<file path="config.mk">
export PLATFORM = sky130hd
export DESIGN_NAME = sof_frame_gen
export DESIGN_NICKNAME = d
export VERILOG_FILES = /design/src/rtl/sof_pkg.sv /design/src/rtl/sof_interval_timer.sv /design/src/rtl/sof_crc5.sv /design/src/rtl/sof_token_slot.sv /design/src/rtl/sof_frame_gen.sv
export SDC_FILE = /design/constraint.sdc
export NUM_CORES = 1
export LEC_CHECK = 0
export BUFFER_PORTS_ARGS = -buffer_cell sky130_fd_sc_hd__buf_2
export CAP_MARGIN = 40
export CORE_MARGIN = 2
export CORE_UTILIZATION = 55
export CTS_CLUSTER_DIAMETER = 40
export DETAILED_ROUTE_END_ITERATION = 7
export PLACE_DENSITY = 0.86
export SYNTH_ARGS = -nofsm -noshare
export SYNTH_HDL_FRONTEND = slang
export SYNTH_HIERARCHICAL = 1
export SYNTH_SLANG_ARGS = --single-unit
</file>
<file path="constraint.sdc">
create_clock -name clk_i -period 6.8 [get_ports clk_i]
set_input_delay 1.02 -clock clk_i [delete_from_list [all_inputs] [get_ports clk_i]]
set_output_delay 1.02 -clock clk_i [all_outputs]
set_load 0.1 [all_outputs]
</file>
<file path="src/rtl/sof_pkg.sv">
package sof_pkg;
  localparam int unsigned FRAME_W = 11;
  localparam int unsigned CRC_W   = 5;
  localparam int unsigned IVL_W   = 16;
  localparam int unsigned PID_W   = 8;
  localparam logic [PID_W-1:0] PID_SOF  = 8'hA5;
  localparam logic [CRC_W-1:0] CRC5_POLY = 5'b00101;
endpackage

</file>
<file path="src/rtl/sof_interval_timer.sv">
module sof_interval_timer #(
  parameter int unsigned IVL_W = 16
) (
  input  logic             clk_i,
  input  logic             rst_ni,
  input  logic             tick_i,
  input  logic [IVL_W-1:0] interval_i,
  output logic             frame_start_o
);
  logic [IVL_W-1:0] cnt_q;
  logic             wrap;

  // >= so that lowering the interval below the count wraps at once
  assign wrap = tick_i && (cnt_q >= interval_i);

  always_ff @(posedge clk_i or negedge rst_ni) begin
    if (!rst_ni) begin
      cnt_q         <= '0;
      frame_start_o <= 1'b0;
    end else begin
      frame_start_o <= wrap;
      if (tick_i) cnt_q <= wrap ? '0 : cnt_q + 1'b1;
    end
  end

  a_r2_start_needs_tick: assert property (@(posedge clk_i) disable iff (!rst_ni)
    !tick_i |=> !frame_start_o);
  a_r2_count_restarts: assert property (@(posedge clk_i) disable iff (!rst_ni)
    frame_start_o |-> cnt_q == '0);
endmodule

</file>
<file path="src/rtl/sof_crc5.sv">
module sof_crc5 #(
  parameter int unsigned DATA_W = 11,
  parameter int unsigned CRC_W  = 5,
  parameter logic [CRC_W-1:0] POLY = 5'b00101
) (
  input  logic [DATA_W-1:0] data_i,
  output logic [CRC_W-1:0]  crc_o
);
  logic [CRC_W-1:0] stage [DATA_W+1];

  assign stage[0] = '1;
  for (genvar i = 0; i < DATA_W; i++) begin : g_bit
    logic fb;
    assign fb = data_i[i] ^ stage[i][CRC_W-1];
    assign stage[i+1] = {stage[i][CRC_W-2:0], 1'b0} ^ (fb ? POLY : '0);
  end
  assign crc_o = ~stage[DATA_W];
endmodule

</file>
<file path="src/rtl/sof_token_slot.sv">
module sof_token_slot #(
  parameter int unsigned FRAME_W = 11,
  parameter int unsigned CRC_W   = 5
) (
  input  logic               clk_i,
  input  logic               rst_ni,
  input  logic               load_i,
  input  logic [FRAME_W-1:0] frame_i,
  input  logic [CRC_W-1:0]   crc_i,
  input  logic               emit_ok_i,
  input  logic               yield_i,
  input  logic               ready_i,
  output logic               valid_o,
  output logic [FRAME_W-1:0] frame_o,
  output logic [CRC_W-1:0]   crc_o
);
  logic pend_q;

  assign valid_o = pend_q && emit_ok_i && !yield_i;

  always_ff @(posedge clk_i or negedge rst_ni) begin
    if (!rst_ni) begin
      pend_q  <= 1'b0;
      frame_o <= '0;
      crc_o   <= '0;
    end else begin
      if (!emit_ok_i)             pend_q <= 1'b0;
      else if (load_i)            pend_q <= 1'b1;  // overwrite, no queue
      else if (valid_o && ready_i) pend_q <= 1'b0;
      if (emit_ok_i && load_i) begin
        frame_o <= frame_i;
        crc_o   <= crc_i;
      end
    end
  end

  a_r7_hold_fields: assert property (@(posedge clk_i) disable iff (!rst_ni)
    valid_o && !ready_i && !load_i |=> $stable(frame_o) && $stable(crc_o));
  a_r7_hold_pending: assert property (@(posedge clk_i) disable iff (!rst_ni)
    valid_o && !ready_i && emit_ok_i |=> pend_q || !emit_ok_i);
  a_r9_yield: assert property (@(posedge clk_i) disable iff (!rst_ni)
    yield_i |-> !valid_o);
endmodule

</file>
<file path="src/rtl/sof_frame_gen.sv">
module sof_frame_gen
  import sof_pkg::*;
(
  input  logic               clk_i,
  input  logic               rst_ni,
  input  logic               bit_tick_i,
  input  logic [7:0]         interval_lo_i,
  input  logic [7:0]         interval_hi_i,
  input  logic               sof_en_i,
  input  logic               arm_i,
  input  logic               bus_reset_i,
  input  logic               suspend_i,
  input  logic               manual_pending_i,
  input  logic               tok_ready_i,
  output logic               tok_valid_o,
  output logic [PID_W-1:0]   tok_pid_o,
  output logic [FRAME_W-1:0] tok_frame_o,
  output logic [CRC_W-1:0]   tok_crc_o,
  output logic               frame_start_o,
  output logic [FRAME_W-1:0] frame_num_o
);
  logic [FRAME_W-1:0] frame_q, frame_next;
  logic [CRC_W-1:0]   crc_next;
  logic               emit_ok;

  sof_interval_timer #(.IVL_W(IVL_W)) u_timer (
    .clk_i        (clk_i),
    .rst_ni       (rst_ni),
    .tick_i       (bit_tick_i),
    .interval_i   ({interval_hi_i, interval_lo_i}),
    .frame_start_o(frame_start_o)
  );

  assign frame_next = frame_q + 1'b1;

  always_ff @(posedge clk_i or negedge rst_ni) begin
    if (!rst_ni)            frame_q <= '0;
    else if (frame_start_o) frame_q <= frame_next;
  end
  assign frame_num_o = frame_q;

  sof_crc5 #(.DATA_W(FRAME_W), .CRC_W(CRC_W), .POLY(CRC5_POLY)) u_crc (
    .data_i(frame_next),
    .crc_o (crc_next)
  );

  assign emit_ok = sof_en_i && arm_i && !bus_reset_i && !suspend_i;

  sof_token_slot #(.FRAME_W(FRAME_W), .CRC_W(CRC_W)) u_slot (
    .clk_i    (clk_i),
    .rst_ni   (rst_ni),
    .load_i   (frame_start_o),
    .frame_i  (frame_next),
    .crc_i    (crc_next),
    .emit_ok_i(emit_ok),
    .yield_i  (manual_pending_i),
    .ready_i  (tok_ready_i),
    .valid_o  (tok_valid_o),
    .frame_o  (tok_frame_o),
    .crc_o    (tok_crc_o)
  );

  assign tok_pid_o = PID_SOF;

  a_r3_frame_step: assert property (@(posedge clk_i) disable iff (!rst_ni)
    frame_start_o |=> frame_num_o == $past(frame_num_o) + 1'b1);
  a_r3_frame_hold: assert property (@(posedge clk_i) disable iff (!rst_ni)
    !frame_start_o |=> $stable(frame_num_o));
  a_r5_enable_gate: assert property (@(posedge clk_i) disable iff (!rst_ni)
    !(sof_en_i && arm_i) |-> !tok_valid_o);
  a_r6_line_inhibit: assert property (@(posedge clk_i) disable iff (!rst_ni)
    (bus_reset_i || suspend_i) |-> !tok_valid_o);
endmodule

</file>
* Yosys cells after proc, flatten, opt, wreduce, memory -nomap -nowiden *
Cells that the tools add are included.
W data, S select, Z words.

storage, ports and cells
  output and inout bits = 37
  register bits = 45
  input port bits = 25

cells by class
  $add $sub $neg = 2
  reductions and logical operators = 11
  bitwise gates (word level) = 22
  mux-type cells = 15
  equal/unequal tests = 1
  $lt $le $gt $ge = 1

operator list
  cell                     number
  $xor A5 B5 Y5            10
  $mux W3                  11
  $add A16 B1 Y16 const B  1
  $ge A16 B16 Y1           1
  $mux W16                 1
  $add A11 B1 Y11 const B  1
  $xor A1 B1 Y1            10
  $logic_and A1 B1 Y1      8
  $not A5 Y5               1
  $not A4 Y4               1
  $logic_not A1 Y1         3
  $mux W1                  3
  $ne A3 B3 Y1 const B     1

* Depth between registers and ports, before layout *
Gate-level depths: netlist (run 1).

  depth in word-level cells = 34
  mapped depth = 9

* Cells and area by module *
The synthesis (run 1) kept the hierarchy.

by module, submodules not included
  module              area an instance (sq um)  times used  cells an instance
  sof_interval_timer  1295.0                    1           138
  sof_frame_gen       732.0                     1           76
  sof_token_slot      698.2                     1           40
  sof_crc5            198.9                     1           17

* Worst setup path after synthesis (run 1) *
Ideal clock, no wire load.

  path kind = in2out
  start = input bus_reset_i
  end = output tok_valid_o
  data required time = 5.780 ns
  setup slack = 3.038 ns
  stages = 3
  arrival = 2.742 ns
  buffers on the path = 0
  cell sequence = nor3_1 -> nand2_1 -> nor2_1

on the way
  word-level cells in the longest chain between the ends = 5

ends and longest elaborated chain
  element                           RTL line              text
  start, declared                   sof_frame_gen.sv:11   input logic bus_reset_i,
  $logic_not A1 Y1                  sof_frame_gen.sv:47   assign emit_ok = sof_en_i && arm_i && !bus_reset_i && !suspend_i;
  $logic_and A1 B1 Y1 (2 in a row)  sof_frame_gen.sv:47
  $logic_and A1 B1 Y1 (2 in a row)  sof_token_slot.sv:19  assign valid_o = pend_q && emit_ok_i && !yield_i;
  end, declared                     sof_frame_gen.sv:15   output logic tok_valid_o,

Every way passes these cells.

* Worst setup path in the final report (run 1) *
  start = input bus_reset_i
  end = output tok_valid_o

on the way
  word-level cells in the longest chain between the ends = 5

ends and longest elaborated chain
  element                           RTL line              text
  $logic_not A1 Y1                  sof_frame_gen.sv:47
  $logic_and A1 B1 Y1 (2 in a row)  sof_frame_gen.sv:47
  named net emit_ok                 sof_frame_gen.sv:24   logic emit_ok;
  $logic_and A1 B1 Y1 (2 in a row)  sof_token_slot.sv:19

The timed path passes the listed nets, and every way through them passes these cells.

==> results of run 1 <==
stage by stage:
step	instances	power [mW]	setup WS, ps	utilization	instance area, um2
global route	392	0.641	3490	0.645	3290
detailed placement	384	0.412	3610	0.622	3180
floorplan	277	0.386	3040	-	2950
global placement	383	0.405	3680	0.618	3160
CTS	392	0.618	3620	0.645	3290
finish	392	0.608	3640	0.645	3290
worst max path at each step:
| stage | cells past startpoint | to | slack, ps | from |
|---|---|---|---|---|
| 2_1_floorplan | 3 | tok_valid_o | 3040 | bus_reset_i |
| 3_3_place_gp | 5 | tok_valid_o | 3680 | bus_reset_i |
| 3_5_place_dp | 5 | tok_valid_o | 3610 | bus_reset_i |
| 4_1_cts | 5 | tok_valid_o | 3620 | bus_reset_i |
| 5_1_grt | 5 | tok_valid_o | 3490 | bus_reset_i |
| 6_report | 5 | tok_valid_o | 3640 | bus_reset_i |
per-layer routing:
layer  GRT usage  wire, um  up-vias
li1            -         -      990
met1       0.256      2520      945
met2       0.313      2450       48
met3      0.0353       249        5
met4      0.0600        63        0
met5           0         0        -
kinds of logic (layout without fill, tap and decap cells):
kind of cell / after synthesis / in the layout
and+or+nand+nor: 88 / 88
muxes: 17 / 17
adders and majority gates: 18 / 18
DFF: 45 / 45
other: 2 / 8
AOI/OAI and AO/OA: 14 / 14
xor gates and xnor gates: 49 / 49
buffers and inverters: 38 / 83
where the power goes:
group          internal [mW]  switching [mW]
registers              0.281          0.0196
logic                 0.0417          0.0624
clock network          0.110          0.0926
total                  0.433           0.175
cell usage after synthesis, types with 2 or more instances:
master / instances / area [um2]
nor3_2: 4 / 40.0
xnor2_2: 2 / 32.5
mux2_2: 7 / 78.8
xor2_1: 18 / 158
nand4_2: 2 / 25.0
nor3_1: 3 / 15.0
conb_1: 2 / 7.51
o21ai_0: 3 / 15.0
and3_1: 3 / 18.8
nand3_1: 12 / 60.1
inv_1: 21 / 78.8
xnor2_1: 26 / 228
nand4_1: 12 / 75.1
xnor3_1: 2 / 45.0
nor2_1: 12 / 45.0
buf_6: 3 / 33.8
ha_1: 18 / 225
nand2_1: 21 / 78.8
buf_4: 9 / 67.6
mux2_4: 10 / 150
dfrtp_1: 45 / 1130
a21oi_1: 5 / 25.0
buf_2: 4 / 20.0
nor2_2: 8 / 50.1
sequential cells by signal, summed over array words and instances, names as in the netlist:
signal	cells
u_timer/cnt_q	16
u_timer/frame_start_o	1
u_slot/pend_q	1
frame_num_o	11
u_slot/frame_o	11
u_slot/crc_o	5
worst max-delay path: stages:
cell and delay (ps):
buf_2 100, nor3_1 410, nand2_1 100, nor2_1 90, buf_2 420
cell type report:
type | count | share of cell area
Sequential cell | 45 | 0.342
Clock buffer | 5 | 0.0209
Multi-Input combinational cell | 194 | 0.486
Clock inverter | 3 | 0.0141
Tap cell | 70 | 0.0266
Timing Repair Buffer | 54 | 0.0866
Inverter | 21 | 0.0239
==> reports/results.ini, run 1 <==
[clock_tree]
cts_buffer_depth=2
cts_resized=0
cts_made_buffers=5
cts_tree=built
worstSkewPairLatency_ps=300
clockRootBuffer=clkbuf_8
cts_sinks=45
ctsHtreeMaxLevel=2
ctsHoldBuffers=0
clkTransAtPathRegs_ps=90
postCtsSetupRepairBufs=0

[sta]
rsz0062_at_grt=false
fin_crit_sh=0.465
finClkSkew_ps=10.5
slew_headroom=0.606
worstMarginPinSlew_ps=590
holdWs_ps=505
setup_viol=0
slew_violations=0
final.setup.tns_ps=0
finalCriticalPeriod_ps=3160
fmax_mhz=316
hold_viol_final=0

[final_layout]
fillers=416
drive_above_1_share=0.323
nets=364
layout_common_cells=buf_2 (53), dfrtp_1 (45), xnor2_1 (26), inv_1 (21), nand2_1 (21)
syn2layout_area_growth_pct=12.6
mostFrequentLayoutCell=buf_2
diodes=0
multi_input_area_mm2=0.00160
seqCellArea_mm2=0.00113

[routing]
wire_per_inst_um=13.5
final_antenna_net_count=0
drc_errors=0
drtPass1Iterations=4
dr_total_vias=1988
routed_wl_mm=5.28
vias_per_cell=5.07
drt_iter0_markers=80

[logic_synthesis]
yosysUniqueCellTypes=43
syn-instance-count=271
seq_area_frac_synth=0.385
yosys.area_share.simple=0.178
synthXorXnorAreaFrac=0.164
synth-edff-count=0
synthArstFlopShare=1.00
synth_top_family_by_area=simple AND/OR/NAND/NOR gates
syn_area_per_cell_um2=10.8
netlist_area_mm2=0.00292
synthAdderAreaFrac=0.0770
synth-compound-area-share=0.0402
ys_warn_count=6
muxShareOfSynthArea=0.0783
synth_flop_cell=dfrtp_1
synth-seq-cells=45

[hold_path]
min_from=u_slot/crc_o[4]
hold_end=u_slot/crc_o[4]
hold_path_class=reg -> reg
holdPathStages=1

[setup_path]
path_class=in -> out
rrSetupSlack_ps=4230
r2r-end=u_slot/crc_o[0]
cp.arrival_ps=2140
cp-end-kind=output port
startpoint_type=input port
crit_fanout=3
r2r_start=frame_num_o[2]
reg2reg_depth=7
crit_required_ps=5780

[placement]
dp_hpwl_mm=4.05
port_buffers=53
gp_congestion=0.796

[global_route]
overflow=0
grt_pass1_wl_mm=9.11
antenna_found_initial=0
grt_max_degree=29
grt_usage=0.191
grt_pass1_vias=1991

[power_and_ir_drop]
powerDensity_mw_per_mm2=185
vdd_drop_max_mv=0.0949
leakagePower_nw=1.76

[outcome]
status=complete, no violations

[flow_run]
maxCapViolations=0

[die]
io_pins=62
die_h_um=76.9
die_w_um=76.9
row_count=26
die-area_mm2=0.00592
core_mm2=0.00511
initial_core_util=0.573

(Power assumes the default switching activity.)
==> inputs of run 2 (changes only) <==
--- a/config.mk
+++ b/config.mk
@@ -5,13 +5,14 @@
 export SDC_FILE = /design/constraint.sdc
 export NUM_CORES = 1
 export LEC_CHECK = 0
+export ABC_AREA = 1
 export BUFFER_PORTS_ARGS = -buffer_cell sky130_fd_sc_hd__buf_2
 export CAP_MARGIN = 40
 export CORE_MARGIN = 2
-export CORE_UTILIZATION = 55
+export CORE_UTILIZATION = 50
 export CTS_CLUSTER_DIAMETER = 40
 export DETAILED_ROUTE_END_ITERATION = 7
-export PLACE_DENSITY = 0.86
+export PLACE_DENSITY = 0.82
 export SYNTH_ARGS = -nofsm -noshare
 export SYNTH_HDL_FRONTEND = slang
 export SYNTH_HIERARCHICAL = 1
==> constraint.sdc (replaced) <==
create_clock -name clk_i -period 2.62 [get_ports clk_i]
set_input_delay 0.393 -clock clk_i [delete_from_list [all_inputs] [get_ports clk_i]]
set_output_delay 0.393 -clock clk_i [all_outputs]
set_load 0.1 [all_outputs]
==> run 2 against run 1 <==
Largest power group is now combinational cells. Highest routed layer unchanged. Cell area grew 5.7%. Synthesized area grew 7.3%. Routed wire length up 19%. Via count rose by 38%. Synthesized cell count rose by 56%.
==> reports/results.ini, run 2 <==
[die]
die_w_um=83.2  ; +8.2%
row_count=28  ; +7.7%
die_h_um=83.2  ; +8.2%
io_pins=62  ; unchanged
initial_core_util=0.524  ; -0.0487
die-area_mm2=0.00693  ; +17%
core_mm2=0.00599  ; +17%

[setup_path]
path_class=reg -> reg
crit_fanout=6  ; +3
crit_required_ps=2810  ; -2970 ps
cp.arrival_ps=2420  ; +280 ps
reg2reg_depth=17  ; +10
cp-end-kind=register
startpoint_type=register

[clock_tree]
ctsHoldBuffers=0  ; unchanged
cts_made_buffers=5  ; unchanged
clockRootBuffer=clkbuf_8
cts_resized=0  ; unchanged
clkTransAtPathRegs_ps=80  ; about the same
worstSkewPairLatency_ps=300  ; about the same
ctsHtreeMaxLevel=2  ; unchanged
cts_tree=built
postCtsSetupRepairBufs=0  ; unchanged
cts_buffer_depth=2  ; unchanged
cts_sinks=45  ; unchanged

[final_layout]
layout_common_cells=nand2_1 (142), inv_1 (60), buf_2 (53), dfrtp_1 (43), nand3_1 (38)
seqCellArea_mm2=0.00113  ; +0.22%
top_register=u_timer/cnt_q
multi_input_area_mm2=0.00165  ; +3.0%
diodes=0  ; unchanged
fillers=582  ; +40%
syn2layout_area_growth_pct=10.9
largest_register_ffs=16  ; unchanged
nets=519  ; +43%
drive_above_1_share=0.203  ; -0.120
mostFrequentLayoutCell=nand2_1

[power_and_ir_drop]
comb_power_share=0.570  ; +0.399
leakagePower_nw=1.97  ; +12%
power_frac_seq=0.303  ; -0.192
switchingPower_mw=1.78  ; +920%
swShare=0.541  ; +0.253
p_clk_frac=0.127  ; -0.206
vdd_drop_max_mv=0.726  ; +670%
powerDensity_mw_per_mm2=944  ; +410%
p_int_mw=1.51  ; +250%

[logic_synthesis]
synth_area_leader_cell=dfrtp_1
synth-seq-cells=45  ; unchanged
netlist_area_mm2=0.00314  ; +7.3%
seq_area_frac_synth=0.359  ; -0.0263
synthTopCellsByCount=nand2_1 (142), inv_1 (60), dfrtp_1 (45)
syn_area_per_cell_um2=7.42  ; -31%
ys_warn_count=6  ; unchanged
synth-edff-count=0  ; unchanged
synthDominantCellAreaShare=0.359  ; -0.0263
syn-instance-count=423  ; +56%
synthMostInstantiatedCell=nand2_1
synthArstFlopShare=1.00  ; unchanged
synth_area_leaders=dfrtp_1 (36%), nand2_1 (17%), ha_1 (7.2%), inv_1 (7.2%), nand3_1 (6.1%)
yosysUniqueCellTypes=32  ; -26%
synth_flop_cell=dfrtp_1

[sta]
rsz0062_at_grt=false
setup_viol=0  ; unchanged
finClkSkew_ps=7.83  ; -2.67 ps
fin_crit_sh=0.851
slew_violations=0  ; unchanged
hold_viol_final=0  ; unchanged
finalCriticalPeriod_ps=2230
worstMarginPinSlew_ps=558  ; -31.9 ps
layout_setup_ws_ps=389  ; -3250 ps
fmax_mhz=448
final.setup.tns_ps=0  ; unchanged
slew_headroom=0.628  ; +0.0213

[routing]
dr_total_vias=2740  ; +38%
vias_per_cell=4.96  ; -2.1%
drt_iter0_markers=189  ; +140%
routed_wl_mm=6.30  ; +19%
wire_per_inst_um=11.4  ; -15%
final_antenna_net_count=0  ; unchanged
drtPass1Iterations=4  ; unchanged
drc_errors=0  ; unchanged

[outcome]
status=complete, no violations

[global_route]
grt_usage=0.191  ; +0.000383
overflow=0  ; unchanged
grt_pass1_wl_mm=11.1  ; +22%
antenna_found_initial=0  ; unchanged
grt_pass1_vias=2542  ; +28%
grt_max_degree=22  ; -24%

[placement]
dp_hpwl_mm=4.88  ; +21%
port_buffers=53  ; unchanged
place_worst_setup_slack_ps=426  ; -3180 ps
gp_congestion=0.830  ; +4.3%

[hold_path]
hold_path_class=in -> async

[flow_run]
maxCapViolations=0  ; unchanged

==> run 2: changes by cell type after synthesis, sizes merged, moves of 6 or more <==
cell   before  now
mux2       17    0
nand4      14    6
a21oi       5   21
nand3      12   41
nand2      22  156
xor2       19   13
xnor2      28    5
inv        21   62
==> run 2: final cells by class <==
cell class	instances	share of cell area
clock inverters	2	0.00288
flip-flops and latches	45	0.324
inverters	62	0.0669
repair buffers	57	0.0848
well taps	75	0.0270
multi-input cells	305	0.473
clock buffers	6	0.0208
==> run 2: power by group through the flow <==
stage | logic (mW) | registers [mW] | clock network, mW
2_1_floorplan | 1.08 | 1.48 | 0
3_3_place_gp | 1.80 | 0.998 | 0
3_5_place_dp | 1.85 | 1.01 | 0
4_1_cts | 1.88 | 0.996 | 0.436
5_1_grt | 2.07 | 1.02 | 0.463
6_report | 1.87 | 0.996 | 0.418
==> run 2: logic make-up after synthesis <==
family	Yosys count	share of synthesized area
adder cells (fa/ha/maj)	18	0.0718
buffers and inverters	79	0.125
flip-flops	45	0.359
XOR/XNOR	18	0.0550
other	2	0.00239
AO/OA/AOI/OAI	30	0.0510
AND/OR/NAND/NOR	231	0.336
==> run 2: worst paths after layout <==
kind                                           to  slack [ps]               from
worst max register to register    u_slot/crc_o[2]         390     frame_num_o[0]
max in group asynchronous           u_slot/pend_q        1990             rst_ni
min in group clk_i                  u_slot/pend_q         360        tok_ready_i
worst max-delay path              u_slot/crc_o[2]         390     frame_num_o[0]
worst min-delay path             u_timer/cnt_q[4]          40             rst_ni
worst min register to register  u_slot/frame_o[0]         470  u_slot/frame_o[0]
==> run 2: critical path, stage by stage, from the launching register on <==
cell and delay (ps):
dfrtp_2 450, ha_1 240, nand2_2 110, inv_1 60, nor2_1 320, inv_1 90, nand2_1 90, nand2_1 50
nand2_1 70, nand2_1 80, nand2_1 90, nand2_1 70, nand2_1 80, nand2_1 70, nand2_1 70, nand2_1 50
nand3_1 70, nand2_1 50
==> run 2: layer usage <==
layer	track usage	wire (um)
met4	0.0671	74
met1	0.253	3010
met3	0.0408	320
met2	0.309	2900
met5	0	0
==> run 2: through the flow <==
stage | cells | power (mW) | cell area (um2) | util | hold slack (ps)
after floorplan | 429 | 2.56 | 3160 | - | 97.4
after detailed placement | 544 | 2.86 | 3400 | 0.567 | 379
after global routing | 552 | 3.55 | 3480 | 0.581 | 61.1
after CTS | 552 | 3.31 | 3480 | 0.581 | 47.7
final | 552 | 3.29 | 3480 | 0.581 | 43.7
after global placement | 544 | 2.79 | 3400 | 0.567 | 373
==> inputs of run 3 (changes only) <==
--- a/config.mk
+++ b/config.mk
@@ -12,8 +12,7 @@
 export CORE_UTILIZATION = 50
 export CTS_CLUSTER_DIAMETER = 40
 export DETAILED_ROUTE_END_ITERATION = 7
-export PLACE_DENSITY = 0.82
+export PLACE_DENSITY = 0.83
 export SYNTH_ARGS = -nofsm -noshare
 export SYNTH_HDL_FRONTEND = slang
-export SYNTH_HIERARCHICAL = 1
 export SYNTH_SLANG_ARGS = --single-unit
==> run 3 against run 2 <==
Setup slack improved by 160 ps. Total power fell by 30%. Register-to-register slack improved by 160 ps. Largest cell class unchanged.
==> reports/results.ini, run 3 <==
[outcome]
status=complete, no violations

[setup_path]
reg2reg_depth=12  ; -5
crit_required_ps=2810  ; about the same
cp-end-kind=register
cpPeakStageDelay_ps=470  ; +20 ps
path_common_cell=nand3_1
slowest_stage=dfrtp_1
cp.buffers_inverters=0  ; -2
crit_fanout=7  ; +1
path_delay_family=simple AND/OR/NAND/NOR gates
r2r_start=frame_num_o[1]
path_class=reg -> reg
r2r-end=u_slot.crc_o[2]
crit_chain=ha_1 -> nand3_1 -> nand2_1 -> nand2_2 -> nand2_2 -> nand3_1 -> nand3_1 -> nand2_2 -> nand2_2 -> nand3_1 -> nand3_1 -> nand2_1
cp.arrival_ps=2260  ; -160 ps
startpoint_type=register
rrSetupSlack_ps=550  ; +160 ps

[placement]
dp_hpwl_mm=5.00  ; +2.4%
dpl-instance-area_mm2=0.00329  ; -3.2%
gp_congestion=0.871  ; +5.0%
port_buffers=53  ; unchanged

[final_layout]
final_area_mm2=0.00341  ; -1.9%
diodes=0  ; unchanged
syn2layout_area_growth_pct=13.8
nets=502  ; -3.3%
largest_register_ffs=16  ; unchanged
top_register=u_timer.cnt_q
layout_common_cells=nand2_1 (102), inv_1 (53), buf_2 (53), dfrtp_1 (45), nand3_1 (42)
drive_above_1_share=0.211  ; +0.00752
mostFrequentLayoutCell=nand2_1

[sta]
finClkSkew_ps=6.16  ; -1.67 ps
hold_viol_final=0  ; unchanged
fmax_mhz=483  ; +7.7%
fin_crit_sh=0.790  ; -0.0610
slew_violations=0  ; unchanged
final.setup.tns_ps=0  ; unchanged
holdWs_ps=389  ; +345 ps
worstMarginPinSlew_ps=780  ; +222 ps
setup_viol=0  ; unchanged
rsz0062_at_grt=false
slew_headroom=0.479  ; -0.149
finalCriticalPeriod_ps=2070  ; -160 ps

[logic_synthesis]
syn-instance-count=408  ; -3.5%
synth-edff-count=0  ; unchanged
synthMostInstantiatedCell=nand2_1
netlist_area_mm2=0.00300  ; -4.4%
synthDominantCellAreaShare=0.375  ; +0.0165
synth_area_leader_cell=dfrtp_1
synth_area_leaders=dfrtp_1 (38%), nand2_1 (13%), ha_1 (7.5%), nand3_1 (7.0%), inv_1 (6.6%)
ys_warn_count=0  ; -6
synthTopCellsByCount=nand2_1 (102), inv_1 (53), dfrtp_1 (45)
synth_flop_cell=dfrtp_1
yosysUniqueCellTypes=31  ; -3.1%
synth-seq-cells=45  ; unchanged
seq_area_frac_synth=0.375  ; +0.0165
syn_area_per_cell_um2=7.35  ; -0.87%
synthArstFlopShare=1.00  ; unchanged

[power_and_ir_drop]
comb_power_share=0.402  ; -0.168
swShare=0.409  ; -0.132
powerDensity_mw_per_mm2=677  ; -28%
power_frac_seq=0.363  ; +0.060
leakagePower_nw=1.89  ; -4.1%
p_int_mw=1.37  ; -9.4%
switchingPower_uw=945  ; -47%
p_clk_frac=0.235  ; +0.108
vdd_drop_max_mv=0.502  ; -31%

[hold_path]
hold_end=u_timer.cnt_q[0]
hold_path_class=in -> reg
min_from=bit_tick_i
holdPathStages=2

[die]
die_h_um=81.5  ; -2.1%
initial_core_util=0.513  ; -0.0110
core_mm2=0.00585  ; -2.3%
die_w_um=81.5  ; -2.1%
die-area_mm2=0.00664  ; -4.2%
row_count=28  ; unchanged
io_pins=62  ; unchanged

[routing]
drtPass1Iterations=4  ; unchanged
drt_iter0_markers=169  ; -11%
final_antenna_net_count=0  ; unchanged
routed_wl_mm=6.52  ; +3.5%
dr_total_vias=2729  ; -0.40%
wire_per_inst_um=12.2  ; +6.8%
drc_errors=0  ; unchanged
vias_per_cell=5.10  ; +2.8%

[global_route]
grt_max_degree=33  ; +50%
grt_usage=0.210  ; +0.0186
overflow=0  ; unchanged
grt_pass1_wl_mm=11.1  ; -0.56%
grt_pass1_vias=2592  ; +2.0%
antenna_found_initial=0  ; unchanged

[flow_run]
maxCapViolations=0  ; unchanged

[clock_tree]
ctsHtreeMaxLevel=2  ; unchanged
clockRootBuffer=clkbuf_8
worstSkewPairLatency_ps=300  ; about the same
cts_made_buffers=5  ; unchanged
cts_tree=built
cts_resized=0  ; unchanged
cts_sinks=45  ; unchanged
cts_buffer_depth=2  ; unchanged
clkTransAtPathRegs_ps=80  ; about the same

-- run 3: power by group through the flow --
stage / Clock, mW / Combinational (mW) / Sequential (mW)
detailed placement: 0 / 0.916 / 0.851
CTS: 0.556 / 0.924 / 0.837
global placement: 0 / 0.874 / 0.847
floorplan: 0 / 0.644 / 0.938
global route: 0.583 / 1.04 / 0.846
finish: 0.544 / 0.929 / 0.839
-- run 3: final cells by class --
cell class / instances / area (um2)
sequential: 45 / 1130
timing repair buffer: 56 / 303
multi-input combinational: 294 / 1560
fill: 540 / 2440
tap: 75 / 93.8
clock inverter: 1 / 30.0
inverter: 57 / 216
clock buffer: 7 / 86.3
-- run 3: metal layers --
metal | wire length [um] | share of wire | track usage
met5 | 0 | 0 | 0
met2 | 3100 | 0.48 | 0.362
met1 | 2910 | 0.45 | 0.261
met3 | 424 | 0.065 | 0.0407
met4 | 75 | 0.012 | 0.0712
-- run 3: stage by stage --
step | power (mW) | std cells | setup slack (ps) | utilization
floorplan | 1.58 | 414 | 220 | -
global placement | 1.72 | 525 | 622 | 0.559
detailed placement | 1.77 | 526 | 536 | 0.562
CTS | 2.32 | 535 | 564 | 0.584
global route | 2.47 | 535 | 324 | 0.584
finish | 2.31 | 535 | 549 | 0.584
-- run 3: logic make-up after synthesis --
kind of cell	share of synthesized area
XOR/XNOR	0.0117
buffers and inverters	0.113
adder cells (fa/ha/maj)	0.0751
other	0.00250
flip-flops	0.375
AO/OA/AOI/OAI	0.0867
AND/OR/NAND/NOR	0.336
-- run 3: worst max-delay path by stage --
| stage | endpoint | start | cells after the start | slack, ps |
|---|---|---|---|---|
| floorplan | u_slot.crc_o[2] | frame_num_o[1] | 12 | 220 |
| global placement | u_timer.cnt_q[15] | interval_hi_i[7] | 12 | 620 |
| detailed placement | u_timer.cnt_q[15] | interval_hi_i[7] | 12 | 540 |
| CTS | u_slot.crc_o[2] | frame_num_o[1] | 12 | 560 |
| global route | u_slot.crc_o[2] | frame_num_o[1] | 12 | 320 |
| finish | u_slot.crc_o[2] | frame_num_o[1] | 12 | 550 |
-- run 3: repair_timing --
action,4_1_cts,5_1_grt
endpoints found under the hold margin,4,0
buffers inserted,0,0
hold buffers,1,0
